File: src/rtl/gis_pkg.sv
package gis_pkg;
  localparam int unsigned WORD_W = 32;
  localparam int unsigned SUM_W  = 2 * WORD_W;
  localparam logic [1:0] ADDR_SUM_LO = 2'd0;
  localparam logic [1:0] ADDR_SUM_HI = 2'd1;
  localparam logic [1:0] ADDR_MASTER = 2'd2;
  localparam int unsigned BIT_EN  = 0;
  localparam int unsigned BIT_EOI = 1;

  typedef enum logic [1:0] {
    ST_IDLE   = 2'd0,
    ST_ACTIVE = 2'd1,
    ST_GAP    = 2'd2
  } irq_state_e;
endpackage

File: src/rtl/gis_summary.sv
module gis_summary
  import gis_pkg::*;
#(
  parameter int unsigned NUM_PINS  = 184,
  parameter int unsigned GROUP_SZ  = 4,
  localparam int unsigned NUM_SUM  = (NUM_PINS + GROUP_SZ - 1) / GROUP_SZ,
  localparam int unsigned PAD_PINS = NUM_SUM * GROUP_SZ
) (
  input  logic [NUM_PINS-1:0] pend_i,
  output logic [SUM_W-1:0]    sum_o,
  output logic                any_o
);
  logic [PAD_PINS-1:0] pend_pad;
  logic [NUM_SUM-1:0]  grp;

  always_comb begin
    pend_pad = '0;
    pend_pad[NUM_PINS-1:0] = pend_i;
  end

  for (genvar g = 0; g < NUM_SUM; g++) begin : g_grp
    assign grp[g] = |pend_pad[g*GROUP_SZ +: GROUP_SZ];
  end

  always_comb begin
    sum_o = '0;
    sum_o[NUM_SUM-1:0] = grp;
  end

  assign any_o = |grp;
endmodule

File: src/rtl/gis_regs.sv
module gis_regs
  import gis_pkg::*;
(
  input  logic              clk_i,
  input  logic              rst_ni,
  input  logic              we_i,
  input  logic [1:0]        addr_i,
  input  logic [WORD_W-1:0] wdata_i,
  input  logic [SUM_W-1:0]  sum_i,
  output logic [WORD_W-1:0] rdata_o,
  output logic              en_o,
  output logic              eoi_o
);
  logic en_q;
  logic wr_master;

  assign wr_master = we_i && (addr_i == ADDR_MASTER);
  assign eoi_o     = wr_master && wdata_i[BIT_EOI];
  assign en_o      = en_q;

  always_ff @(posedge clk_i or negedge rst_ni) begin
    if (!rst_ni)        en_q <= 1'b0;
    else if (wr_master) en_q <= wdata_i[BIT_EN];
  end

  always_comb begin
    rdata_o = '0;
    unique case (addr_i)
      ADDR_SUM_LO: rdata_o = sum_i[WORD_W-1:0];
      ADDR_SUM_HI: rdata_o = sum_i[SUM_W-1:WORD_W];
      ADDR_MASTER: rdata_o[BIT_EN] = en_q;
      default:     rdata_o = '0;
    endcase
  end

  assert_en_write_R5: assert property (@(posedge clk_i) disable iff (!rst_ni)
    wr_master |=> (en_q == $past(wdata_i[BIT_EN])));

  assert_eoi_reads_zero_R6: assert property (@(posedge clk_i) disable iff (!rst_ni)
    (addr_i == ADDR_MASTER) |-> (rdata_o[BIT_EOI] == 1'b0));
endmodule

File: src/rtl/gis_irq_ctrl.sv
module gis_irq_ctrl
  import gis_pkg::*;
(
  input  logic clk_i,
  input  logic rst_ni,
  input  logic any_i,
  input  logic en_i,
  input  logic eoi_i,
  output logic irq_o
);
  irq_state_e state_q, state_d;

  always_comb begin
    state_d = state_q;
    unique case (state_q)
      ST_IDLE:   if (en_i && any_i) state_d = ST_ACTIVE;
      ST_ACTIVE: if (eoi_i) state_d = ST_GAP;
      ST_GAP:    state_d = (en_i && any_i) ? ST_ACTIVE : ST_IDLE;
      default:   state_d = ST_IDLE;
    endcase
  end

  always_ff @(posedge clk_i or negedge rst_ni) begin
    if (!rst_ni) state_q <= ST_IDLE;
    else         state_q <= state_d;
  end

  assign irq_o = (state_q == ST_ACTIVE) && en_i;

  assert_hold_until_eoi_R7: assert property (@(posedge clk_i) disable iff (!rst_ni)
    irq_o |=> (irq_o || $past(eoi_i) || !en_i));

  assert_eoi_drops_R8: assert property (@(posedge clk_i) disable iff (!rst_ni)
    (irq_o && eoi_i) |=> !irq_o);

  assert_raise_needs_pend_R7: assert property (@(posedge clk_i) disable iff (!rst_ni)
    ($rose(irq_o) && $past(state_q != ST_ACTIVE)) |-> $past(any_i && en_i));
endmodule

File: src/rtl/gpio_irq_summary.sv
module gpio_irq_summary
  import gis_pkg::*;
#(
  parameter int unsigned NUM_PINS = 184,
  parameter int unsigned GROUP_SZ = 4,
  localparam int unsigned NUM_SUM = (NUM_PINS + GROUP_SZ - 1) / GROUP_SZ,
  localparam logic [SUM_W-1:0] VALID_MASK = (SUM_W'(1) << NUM_SUM) - SUM_W'(1)
) (
  input  logic                clk_i,
  input  logic                rst_ni,
  input  logic [NUM_PINS-1:0] pend_i,
  input  logic                reg_we_i,
  input  logic [1:0]          reg_addr_i,
  input  logic [WORD_W-1:0]   reg_wdata_i,
  output logic [WORD_W-1:0]   reg_rdata_o,
  output logic                irq_o
);
  logic [SUM_W-1:0] sum;
  logic any, en, eoi;

  gis_summary #(.NUM_PINS(NUM_PINS), .GROUP_SZ(GROUP_SZ)) u_sum (
    .pend_i(pend_i), .sum_o(sum), .any_o(any)
  );

  gis_regs u_regs (
    .clk_i(clk_i), .rst_ni(rst_ni), .we_i(reg_we_i), .addr_i(reg_addr_i),
    .wdata_i(reg_wdata_i), .sum_i(sum), .rdata_o(reg_rdata_o),
    .en_o(en), .eoi_o(eoi)
  );

  gis_irq_ctrl u_ctrl (
    .clk_i(clk_i), .rst_ni(rst_ni), .any_i(any), .en_i(en), .eoi_i(eoi),
    .irq_o(irq_o)
  );

  assert_hi_pad_zero_R3: assert property (@(posedge clk_i) disable iff (!rst_ni)
    (reg_addr_i == ADDR_SUM_HI) |->
      ((reg_rdata_o & ~VALID_MASK[SUM_W-1:WORD_W]) == '0));

  assert_no_irq_disabled_R9: assert property (@(posedge clk_i) disable iff (!rst_ni)
    (reg_we_i && reg_addr_i == ADDR_MASTER && !reg_wdata_i[BIT_EN]) |=> !irq_o);
endmodule

File: config.mk
export PLATFORM = sky130hd
export DESIGN_NAME = gpio_irq_summary
export DESIGN_NICKNAME = d
export VERILOG_FILES = /design/src/rtl/gis_pkg.sv /design/src/rtl/gis_summary.sv /design/src/rtl/gis_regs.sv /design/src/rtl/gis_irq_ctrl.sv /design/src/rtl/gpio_irq_summary.sv
export SDC_FILE = /design/constraint.sdc
export NUM_CORES = 1
export LEC_CHECK = 0
export BUFFER_PORTS_ARGS = -buffer_cell sky130_fd_sc_hd__buf_2
export CAP_MARGIN = 20
export CORE_AREA = 2 2 97 99
export CTS_CLUSTER_DIAMETER = 100
export DETAILED_ROUTE_END_ITERATION = 10
export DIE_AREA = 0 0 99 101
export HOLD_SLACK_MARGIN = 0.06
export PLACE_DENSITY = 0.43
export SYNTH_ARGS = -nofsm -noshare
export SYNTH_HDL_FRONTEND = slang
export SYNTH_SLANG_ARGS = --single-unit
File: constraint.sdc
create_clock -name clk_i -period 2.02 [get_ports clk_i]
set_clock_uncertainty 0.15 [all_clocks]
set_input_delay 0.404 -clock clk_i [delete_from_list [all_inputs] [get_ports clk_i]]
set_output_delay 0.404 -clock clk_i [all_outputs]
set_load 0.005 [all_outputs]
## Word level (Yosys, flattened, before mapping)

Index checks and enable logic that the tools add are counted.

- Flip-flop bits (word level): 3
- Input port bits: 221
- Output and inout bits: 33
- Word-level logic and storage cells: 68

- Eq/ne operators: 6
- Mux-type cells: 6
- Reductions and logical operators: 54

Operators with widths:

| cell | count |
|---|---|
| 184-bit OR reduction | 1 |
| 4-bit OR reduction | 46 |
| 31-bit one-hot mux with 2 select lines | 1 |
| 2-bit one-hot mux with 3 select lines | 1 |
| 2-bit by 1-bit == test with 1-bit output (second input constant) | 2 |
| 2-bit == test (second input constant) | 2 |
| 1-bit logical AND | 4 |
| 2-bit zero test | 2 |
| 2-bit 2-to-1 mux | 2 |
| 1-bit one-hot mux with 3 select lines | 1 |
| 2-bit by 1-bit inequality test with 1-bit output (second input constant) | 1 |
| 2-bit inequality test (second input constant) | 1 |
| 2-bit AND reduction | 1 |
| 1-bit 2-to-1 mux | 1 |

## Logic depth before layout (Yosys ltp)

Gate-level depths: netlist of the first run.

- Depth after elaboration: 5
- Gate-level depth with buffers: 5
- Gate-level depth less buffers: 5

## Hierarchy

A second synthesis of the first run with hierarchy kept.

- Cell total of the unflattened synthesis: 167
- Area, all modules: 1345.0 um^2

By module, submodules not included:

| module | instances | cells each | area an instance (um^2) | seq. area each (um^2) |
|---|---|---|---|---|
| gis_summary | 1 | 81 | 675.6 | 0.0 |
| gis_regs | 1 | 77 | 581.8 | 25.0 |
| gis_irq_ctrl | 1 | 9 | 87.6 | 50.0 |

## Least setup slack after synthesis of the first run

OpenSTA, ideal clock, no wires.

- Path kind: input to output
- Start: in reg_addr_i[0]
- End: out reg_rdata_o[10]
- Data arrival time: 1462 ps
- Required time: 1466 ps
- Path slack: 4 ps
- Stages on the path: 4
- Path buffers: 2
- Cell sequence: clkbuf_1 > clkbuf_1 > nor2_1 > a211oi_1

- Cells in the longest elaborated chain, start to end: 2
- Elaborated cells between the ends (all ways): 3
- Classes of those cells: 1 x eq/ne; 1 x mux; 1 x reduce/logical

RTL lines:

| element | RTL line | RTL |
|---|---|---|
| from (decl) | gpio_irq_summary.sv:13 | `input logic [1:0] reg_addr_i,` |
| 2-bit by 1-bit == test with 1-bit output / 2-bit zero test (equally long branches) | gis_regs.sv:28 | `unique case (addr_i)` |
| 31-bit one-hot mux with 2 select lines (*) | gis_regs.sv:28 |  |
| to (decl) | gpio_irq_summary.sv:15 | `output logic [WORD_W-1:0] reg_rdata_o,` |

Every way passes the cells marked *; elsewhere a longest branch is shown, timed or not.

## Final worst setup path of the first run

- Start: in pend_i[49]
- End: reg u_ctrl.state_q[0]

- Cells in the longest elaborated chain, start to end: 4
- Elaborated cells between the ends (all ways): 6
- Classes of those cells: 1 x eq/ne; 2 x mux; 3 x reduce/logical

RTL lines:

| element | RTL line | RTL |
|---|---|---|
| from (decl) | gpio_irq_summary.sv:11 | `input logic [NUM_PINS-1:0] pend_i,` |
| 184-bit OR reduction (*) | gis_summary.sv:30 | `assign any_o = \|grp;` |
| 1-bit logical AND (*) | gis_irq_ctrl.sv:16, gis_irq_ctrl.sv:18 |  |
| 1-bit 2-to-1 mux / 2-bit by 1-bit inequality test with 1-bit output (equally long branches) | n/a |  |
| 2-bit one-hot mux with 3 select lines / 2-bit AND reduction (equally long branches) | n/a |  |
| to (signal assigned) | gis_irq_ctrl.sv:25 | `else state_q <= state_d;` |
| to (decl) | gis_irq_ctrl.sv:11 | `irq_state_e state_q, state_d;` |

Marks and branches as above.
A chain may end at the register's enable or synchronous reset.

==> qor.yml, run 1 <==
cts_tree: "built"
grt_first_pass_wirelength_mm: 8.90
via_per_inst: 4.16
grtUsageTotal: 0.111
grt_max_degree: 15
n_antenna_cell: 0
final_common_cell: "buf_2"
min_period_ns: 2.00
cts_buffers: 3
endpoint_kind: "register"
max_stage_delay_ns: 0.55
row_count: 35
htreeDepth: 1
outcome: "completed"
drt-total-wl_mm: 6.05
power.switching_w: 0.000199
clk_pin_slew_ns: 0.03
initial_core_util: 0.0964
areaGrowthSynthToFinish_pct: 195
cts_root_buffer: "clkbuf_8"
die_w_um: 99
power.internal_w: 0.000449
holdCritStartpoint: "reg_wdata_i[0]"
antenna_left: 0
setup_viol: 0
core-area_um2: 8980
place_congestion: 0.711
peakVddDrop_mv: 0.111
hp-class: "primary input to register"
yosysWarnings: 0
arrival_ns: 1.94
port_buffers: 223
tns_ns: 0
cp-startpoint: "pend_i[49]"
clockPowerShare: 0.265
syn_avg_cell_area_um2: 6.87
fmax_ghz: 0.501
crit_slowest_cell: "or4_4"
yosysTopAreaCellShare: 0.289
pwr-share-seq: 0.125
grt_pass1_vias: 2004
critPathMaxFanout: 2
maxCapViolCount: 0
cp_cell_sequence: "buf_2 > or4_4 > nand4b_1 > nor4_2 > buf_4 > nand3_2 > a32o_1"
synth-seq-area-share: 0.0867
cp-start-kind: "primary input"
post_synth_num_cell_types: 23
power-per-cell-area_nw_per_um2: 254
finalHoldViolations: 0
most-common-layout-cells: "buf_2 (220), buf_4 (39), nor4_1 (36)"
wl_per_cell_um: 12.1
worstMarginPinSlew_ns: 0.434
r2r-start: "u_ctrl.state_q[0]"
pin_count: 254
synth_top_cell_by_area: "nor4_1"
slew_viol_final: 0
cts.sinks: 3
ys_ff_latch: 3
dp_hpwl_mm: 5.54
switching_share: 0.307
syn_nets: 347
layout-drive-gt1-share: 0.721
fillers: 1007
p_leak_nw: 1.39
ctsLongestPathBuffers: 2
antenna_found_initial: 0
post-route-drc-count: 0
cp.required_ns: 1.97
rsz0062_at_grt: "true"
crit_buf_inv: 2
slew_headroom: 0.708
finalCritPeriodShare: 0.988
firstDrtPassIters: 4
clk-insertion-delay-late_ns: 0.21
combPwrFrac: 0.610
critical_path.top_delay_family: "simple AND/OR/NAND/NOR gates"
die_area_um2: 10000
synth_area_leaders: "nor4_1 (29%), nor2_1 (11%), mux2i_1 (10%), dfrtp_1 (8.7%), and2_1 (6.5%)"
cts_setup_buffers: 0
synth_area_um2: 866
vias: 2082
syn_inst: 126
path_class: "primary input to register"
drtIter0Drc: 19
utilization: 0.284
nets: 612
grt_overflow_total: 0
die_h_um: 101
-- power groups by stage --
stage / Combinational, W / Clock (W) / Sequential (W)
finish: 0.000396 / 0.000172 / 0.0000810
floorplan: 0.000104 / 0 / 0.0000799
detailed placement: 0.000386 / 0 / 0.0000817
CTS: 0.000394 / 0.000175 / 0.0000811
global placement: 0.000384 / 0 / 0.0000813
global route: 0.000440 / 0.000183 / 0.0000827
-- layout make-up --
class / count / area [um2] / area share
Timing Repair Buffer: 264 / 1450 / 0.568
Multi-Input combinational cell: 117 / 835 / 0.327
Tap cell: 111 / 139 / 0.0545
Sequential cell: 3 / 75.1 / 0.0294
Clock buffer: 4 / 45.0 / 0.0177
Inverter: 2 / 7.51 / 0.00294
-- cell families after synthesis --
logic type,after synthesis,synth area share
AO/OA/AOI/OAI,7,0.0650
buffers and inverters,6,0.0260
flip-flops,3,0.0867
multiplexers,10,0.117
AND/OR/NAND/NOR,100,0.705
-- worst register-to-register path, delay by kind of cell (launching register included) --
family                 cells  cell delay, ns
flip-flops                 1            0.34
AO/OA/AOI/OAI              1            0.20
buffers and inverters      1            0.08
AND/OR/NAND/NOR            1            0.06
-- synth_stat cells --
cell      instances
nor4_2            3
a32o_1            1
inv_1             1
or4_1             4
nand4b_1          4
nand4_1           7
clkbuf_1          4
a211oi_1          5
nor3_1            1
inv_2             1
nand3_1           2
nand2_1           1
mux2_1            1
a22o_1            1
mux2i_1           9
nand2b_1          1
nor2_1           25
and2_1            9
nor4_1           40
or2_1             1
nor4_4            1
dfrtp_1           3
or4_4             1
-- routing by layer --
metal  part of all wire  wire length [um]  GRT usage  up-vias
li1                   -                 -          -     1050
met5                  0                 0          0        -
met3              0.081               488     0.0132        2
met1               0.38              2310      0.125      904
met4             0.0012                 7     0.0253        0
met2               0.54              3240      0.219      126
-- through the flow --
stage	total power, W	worst slack [ns]	hold WS (ns)	std cells	instance area (um2)
detailed placement	0.000468	-0.354	0.0565	496	2410
floorplan	0.000184	0.00422	-0.0416	126	866
CTS	0.000650	-0.0200	0.253	501	2500
finish	0.000648	0.0239	0.252	501	2550
global route	0.000706	-0.0502	0.247	501	2550
global placement	0.000466	-0.368	0.0551	496	2410
-- flip-flops by register name, summed over array words and instances (netlist names) --
register,flops
u_regs.en_o,1
u_ctrl.state_q,2
-- worst paths after layout --
path / to / slack, ns / cells after the start
setup / recovery: u_ctrl.state_q[0] / 0.02 / 7
hold / removal: u_regs.en_o / 0.25 / 2
setup reg to reg: u_ctrl.state_q[0] / 1.06 / 3
hold reg to reg: u_ctrl.state_q[1] / 0.28 / 1
max in group asynchronous: u_ctrl.state_q[1] / 1.22 / 2
min in group asynchronous: u_regs.en_o / 0.39 / 2
-- repair_timing --
action | in CTS | in global routing
hold buffers | 1 | 0
pin swaps | 6 | 5
endpoints found under the setup margin | 3 | 5
cloned | 0 | 0
resized for setup | 8 | 8
endpoints found under the hold margin | 3 | 0
No activity file was read; power rests on OpenSTA's default activity.
==> inputs of run 2 (changes only) <==
Settings changed: CORE_AREA 2 2 97 99 to 10 10 90 92, DIE_AREA 0 0 99 101 to 0 0 100 102, HOLD_SLACK_MARGIN 0.06 to default, PLACE_DENSITY 0.43 to 0.58.
==> run 2 against run 1 <==
Against the previous run:
- sequential share of layout area increased by 0.11 points
- core utilization up 11 points
- largest power group unchanged
- highest routed layer unchanged
- critical path depth decreased by 1
- hold slack improved by 0.013 ns
- sequential power barely moved
- die area grew 2.0%
- routed wire length grew 29%
- critical path type is now primary input to output port
- non-clock buffer count fell by 8
- register-to-register slack worse by 0.02 ns
- total power grew 0.24%
==> qor.yml, run 2 (synthesis results as in run 1) <==
cts.sinks: 3  # unchanged
ctsLongestPathBuffers: 2  # unchanged
grt_max_degree: 18  # +3
n_antenna_cell: 0  # unchanged
cts_tree: "built"
timing.hold.ws_ns: 0.265  # +0.0133 ns
port_buffers: 223  # unchanged
grt_overflow_total: 0  # unchanged
cp-start-kind: "primary input"
rsz0062_at_grt: "true"
die_area_um2: 10200  # +2.0%
maxCapViolCount: 0  # unchanged
slew_headroom: 0.705  # -0.00313
grt_pass1_vias: 2461  # +23%
areaGrowthSynthToFinish_pct: 184
path_class: "primary input to output port"
core-area_um2: 6280  # -30%
setup_viol: 0  # unchanged
row_count: 29  # -17%
power-per-cell-area_nw_per_um2: 264  # +3.9%
htreeDepth: 1  # unchanged
die_w_um: 100  # +1.0%
min_period_ns: 2.00  # +0.00773 ns
largest_register_ffs: 2  # unchanged
worstMarginPinSlew_ns: 0.439  # +0.00465 ns
outcome: "completed"
grt_first_pass_wirelength_mm: 11.3  # +26%
cts_setup_buffers: 0  # unchanged
arrival_ns: 1.45  # -0.49 ns
most-common-layout-cells: "buf_2 (222), nor4_1 (32), buf_4 (29)"
final_common_cell: "buf_2"
hp-class: "primary input to register"
nets: 604  # -1.3%
drtIter0Drc: 37  # +18
dp_hpwl_mm: 7.23  # +31%
p_leak_nw: 1.34  # -3.5%
wl_per_cell_um: 17.0  # +41%
initial_core_util: 0.138  # +0.0415
critPathMaxFanout: 2  # unchanged
finalHoldViolations: 0  # unchanged
clk_pin_slew_ns: 0.03  # about the same
largest_register: "u_ctrl.state_q"
pin_count: 254  # unchanged
slew_viol_final: 0  # unchanged
endpoint_kind: "output port"
firstDrtPassIters: 4  # unchanged
via_per_inst: 4.55  # +9.4%
fmax_ghz: 0.499  # -0.39%
antenna_left: 0  # unchanged
drt-total-wl_mm: 7.81  # +29%
cp.required_ns: 1.47  # -0.50 ns
vias: 2087  # +0.24%
die_h_um: 102  # +0.99%
grtUsageTotal: 0.132  # +0.0214
tns_ns: 0  # unchanged
post-place-ws_ns: -0.386  # -0.0318 ns
cts_buffers: 3  # unchanged
post-route-drc-count: 0  # unchanged
layout_setup_ws_ns: 0.0162  # -0.00773 ns
finalCritPeriodShare: 0.992  # +0.00383
clk-insertion-delay-late_ns: 0.21  # about the same
peakVddDrop_mv: 0.218  # +97%
layout-drive-gt1-share: 0.730  # +0.00985
place_congestion: 0.824  # +16%
cts_root_buffer: "clkbuf_8"
antenna_found_initial: 0  # unchanged
==> run 2: final cells by class <==
cell class,instances,area [um2]
timing repair buffer,256,1390
inverter,2,7.51
sequential,3,75.1
fill,700,3820
multi-input combinational,117,845
clock buffer,4,45.0
tap,77,96.3
==> run 2: critical path, cell delays in order <==
cell and delay (ns):
buf_2 0.10, or4_4 0.54, buf_4 0.15, nor2_2 0.07, a211oi_1 0.05, buf_2 0.14
==> run 2: worst paths after layout <==
| path | from | to | slack, ns | depth (start not counted) |
|---|---|---|---|---|
| worst min-delay path | reg_wdata_i[0] | u_regs.en_o | 0.27 | 2 |
| max in group asynchronous | rst_ni | u_ctrl.state_q[1] | 1.23 | 2 |
| worst max-delay path | pend_i[26] | reg_rdata_o[6] | 0.02 | 6 |
| worst max register to register | u_regs.en_o | u_regs.en_o | 1.04 | 1 |
| worst min register to register | u_ctrl.state_q[1] | u_ctrl.state_q[1] | 0.28 | 1 |
| min in group asynchronous | rst_ni | u_regs.en_o | 0.38 | 2 |
==> run 2: report_power, final <==
group,leakage (nW),switching (W),total [W],internal [W]
clock,0.0228,0.0000374,0.000172,0.000134
combinational,1.28,0.000160,0.000397,0.000237
sequential,0.0365,0.00000654,0.0000811,0.0000746
total,1.34,0.000204,0.000650,0.000446
==> run 2: routing by layer <==
layer,track usage,up-vias,share of wire
met1,0.120,908,0.35
met4,0.0163,0,0.0058
met2,0.269,141,0.52
met3,0.0574,4,0.13
met5,0,-,0
li1,-,1034,-
==> run 2: metrics by stage <==
step | area (um2) | instances | util | power, W
final | 2460 | 459 | 0.392 | 0.000650
after global routing | 2460 | 459 | 0.392 | 0.000698
after CTS | 2400 | 459 | 0.382 | 0.000649
after detailed placement | 2320 | 454 | 0.369 | 0.000470
after global placement | 2320 | 454 | 0.369 | 0.000463
after floorplan | 866 | 126 | - | 0.000184
==> run 2: what timing repair did <==
item / in CTS / in global routing
gates resized for setup: 6 / 12
endpoints found under the hold margin: 3 / 0
hold buffers: 1 / 0
setup endpoints to repair: 3 / 7
pin swaps: 5 / 2
==> inputs of run 3 (changes only) <==
Settings changed: CORE_AREA 10 10 90 92 to 2 2 97 99, DIE_AREA 0 0 100 102 to 0 0 99 101, PLACE_DENSITY 0.58 to 0.45, TNS_END_PERCENT from default to 20.
==> run 3 against run 2 <==
Against the previous run:
- first-iteration DRC count decreased by 32%
- hold slack got worse by 0.011 ns
- combinational power down 2%
- largest cell class unchanged
- via count fell by 2.6%
- flip-flop and latch count unchanged
- routed wire length down 21%
- register-to-register slack about the same
- non-clock buffer count down 4
- sequential power about the same
==> qor.yml, run 3 (synthesis results as in run 1) <==
clk-insertion-delay-late_ns: 0.22  # about the same
path_class: "primary input to register"
grt_overflow_total: 0  # unchanged
crit_slowest_cell: "or4_4"
critPathMaxFanout: 2  # unchanged
grtUsageTotal: 0.114  # -0.0176
cts_setup_buffers: 0  # unchanged
hp-class: "primary input to register"
p_leak_nw: 1.33  # -0.82%
antenna_found_initial: 0  # unchanged
via_per_inst: 4.16  # -8.6%
endpoint_kind: "register"
drtIter0Drc: 25  # -32%
pin_count: 254  # unchanged
firstDrtPassIters: 4  # unchanged
ctsLongestPathBuffers: 2  # unchanged
r2r_setup_slack_ns: 1.05  # about the same
min_period_ns: 2.02  # +0.0159 ns
outcome: "completed"
initial_core_util: 0.0964  # -0.0415
dp_hpwl_mm: 5.60  # -23%
arrival_ns: 1.97  # +0.52 ns
utilization: 0.275  # -0.117
rsz0062_at_grt: "true"
row_count: 35  # +21%
port_buffers: 223  # unchanged
cts.sinks: 3  # unchanged
reg2reg_to: "u_ctrl.state_q[0]"
place_congestion: 0.847  # +2.8%
slew_headroom: 0.725  # +0.0206
cp_cell_sequence: "buf_2 > or4_4 > nand4b_1 > nor4_1 > buf_4 > nand3_2 > a32o_1"
die_h_um: 101  # -0.98%
vias: 2032  # -2.6%
slew_viol_final: 0  # unchanged
drt-total-wl_mm: 6.18  # -21%
post-route-drc-count: 0  # unchanged
cts_tree: "built"
worstMarginPinSlew_ns: 0.409  # -0.0306 ns
cts_root_buffer: "clkbuf_8"
power-per-cell-area_nw_per_um2: 262  # -0.86%
r2r-start: "u_ctrl.state_q[0]"
cp-startpoint: "pend_i[40]"
htreeDepth: 1  # unchanged
layout-drive-gt1-share: 0.722  # -0.00814
grt_pass1_vias: 1946  # -21%
max_stage_delay_ns: 0.50  # -0.04 ns
tns_ns: 0  # unchanged
clk_pin_slew_ns: 0.03  # about the same
cp-start-kind: "primary input"
final_area_um2: 2470  # +0.41%
reg2regPathDepth: 3  # +2
setup_viol: 0  # unchanged
antenna_left: 0  # unchanged
n_antenna_cell: 0  # unchanged
largest_register_ffs: 2  # unchanged
cp.required_ns: 1.97  # +0.50 ns
areaGrowthSynthToFinish_pct: 185
final_common_cell: "buf_2"
die_area_um2: 10000  # -2.0%
min_delay_worst_endpoint: "u_regs.en_o"
peakVddDrop_mv: 0.148  # -32%
largest_register: "u_ctrl.state_q"
finalCritPeriodShare: 1.00  # +0.00789
nets: 600  # -0.66%
wl_per_cell_um: 12.6  # -26%
finalHoldViolations: 0  # unchanged
holdCritStartpoint: "reg_wdata_i[0]"
fmax_ghz: 0.495  # -0.79%
grt_first_pass_wirelength_mm: 9.15  # -19%
hold_depth: 2  # unchanged
die_w_um: 99  # -1.0%
most-common-layout-cells: "buf_2 (221), nor4_1 (34), buf_4 (26)"
grt_max_degree: 16  # -2
core-area_um2: 8980  # +43%
dpl_cell_area_um2: 2330  # +0.54%
maxCapViolCount: 0  # unchanged
cts_buffers: 3  # unchanged
## run 3: area by class of cell
class	instances	area, um2
Timing Repair Buffer	252	1370
Sequential cell	3	75.1
Fill cell	1002	6510
Tap cell	111	139
Inverter	2	7.51
Multi-Input combinational cell	117	840
Clock buffer	4	45.0
## run 3: worst max-delay path: cells and delay by family
family	cells	cell delay [ns]
and+or+nand+nor	4	1.06
buffers and inverters	2	0.26
AOI/OAI and AO/OA	1	0.23
## run 3: what timing repair did
| item | CTS | global route |
|---|---|---|
| endpoints found under the hold margin | 3 | 0 |
| gates resized for setup | 7 | 10 |
| pin swaps | 3 | 4 |
| hold buffers | 1 | 0 |
| setup endpoints to repair | 4 | 7 |
## run 3: worst max-delay path by stage
stage	slack [ns]	cells after the start	end
2_1_floorplan	0.004	4	reg_rdata_o[10]
5_1_grt	-0.08	7	u_ctrl.state_q[0]
4_1_cts	-0.07	7	u_ctrl.state_q[0]
3_5_place_dp	-0.33	7	u_ctrl.state_q[0]
3_3_place_gp	-0.31	7	u_ctrl.state_q[0]
6_report	0.0002	7	u_ctrl.state_q[0]
## run 3: where the power goes
group,internal [W],switching [W]
Clock,0.000135,0.0000412
Combinational,0.000235,0.000155
Sequential,0.0000747,0.00000658
## run 3: per-layer routing
| layer | vias to the layer above | wire length, um | part of all wire | global-route usage |
|---|---|---|---|---|
| li1 | 1023 | - | - | - |
| met1 | 902 | 2380 | 0.38 | 0.135 |
| met2 | 101 | 3330 | 0.54 | 0.222 |
| met3 | 6 | 410 | 0.066 | 0.00693 |
| met4 | 0 | 66 | 0.011 | 0.0316 |
| met5 | - | 0 | 0 | 0 |
## run 3: through the flow
stage / hold WS [ns] / worst slack, ns / power [W] / instances
floorplan: -0.0416 / 0.00422 / 0.000184 / 126
global placement: 0.0517 / -0.313 / 0.000461 / 484
detailed placement: 0.0500 / -0.334 / 0.000464 / 484
CTS: 0.255 / -0.0681 / 0.000653 / 489
global route: 0.265 / -0.0760 / 0.000702 / 489
finish: 0.254 / 0.000236 / 0.000647 / 489
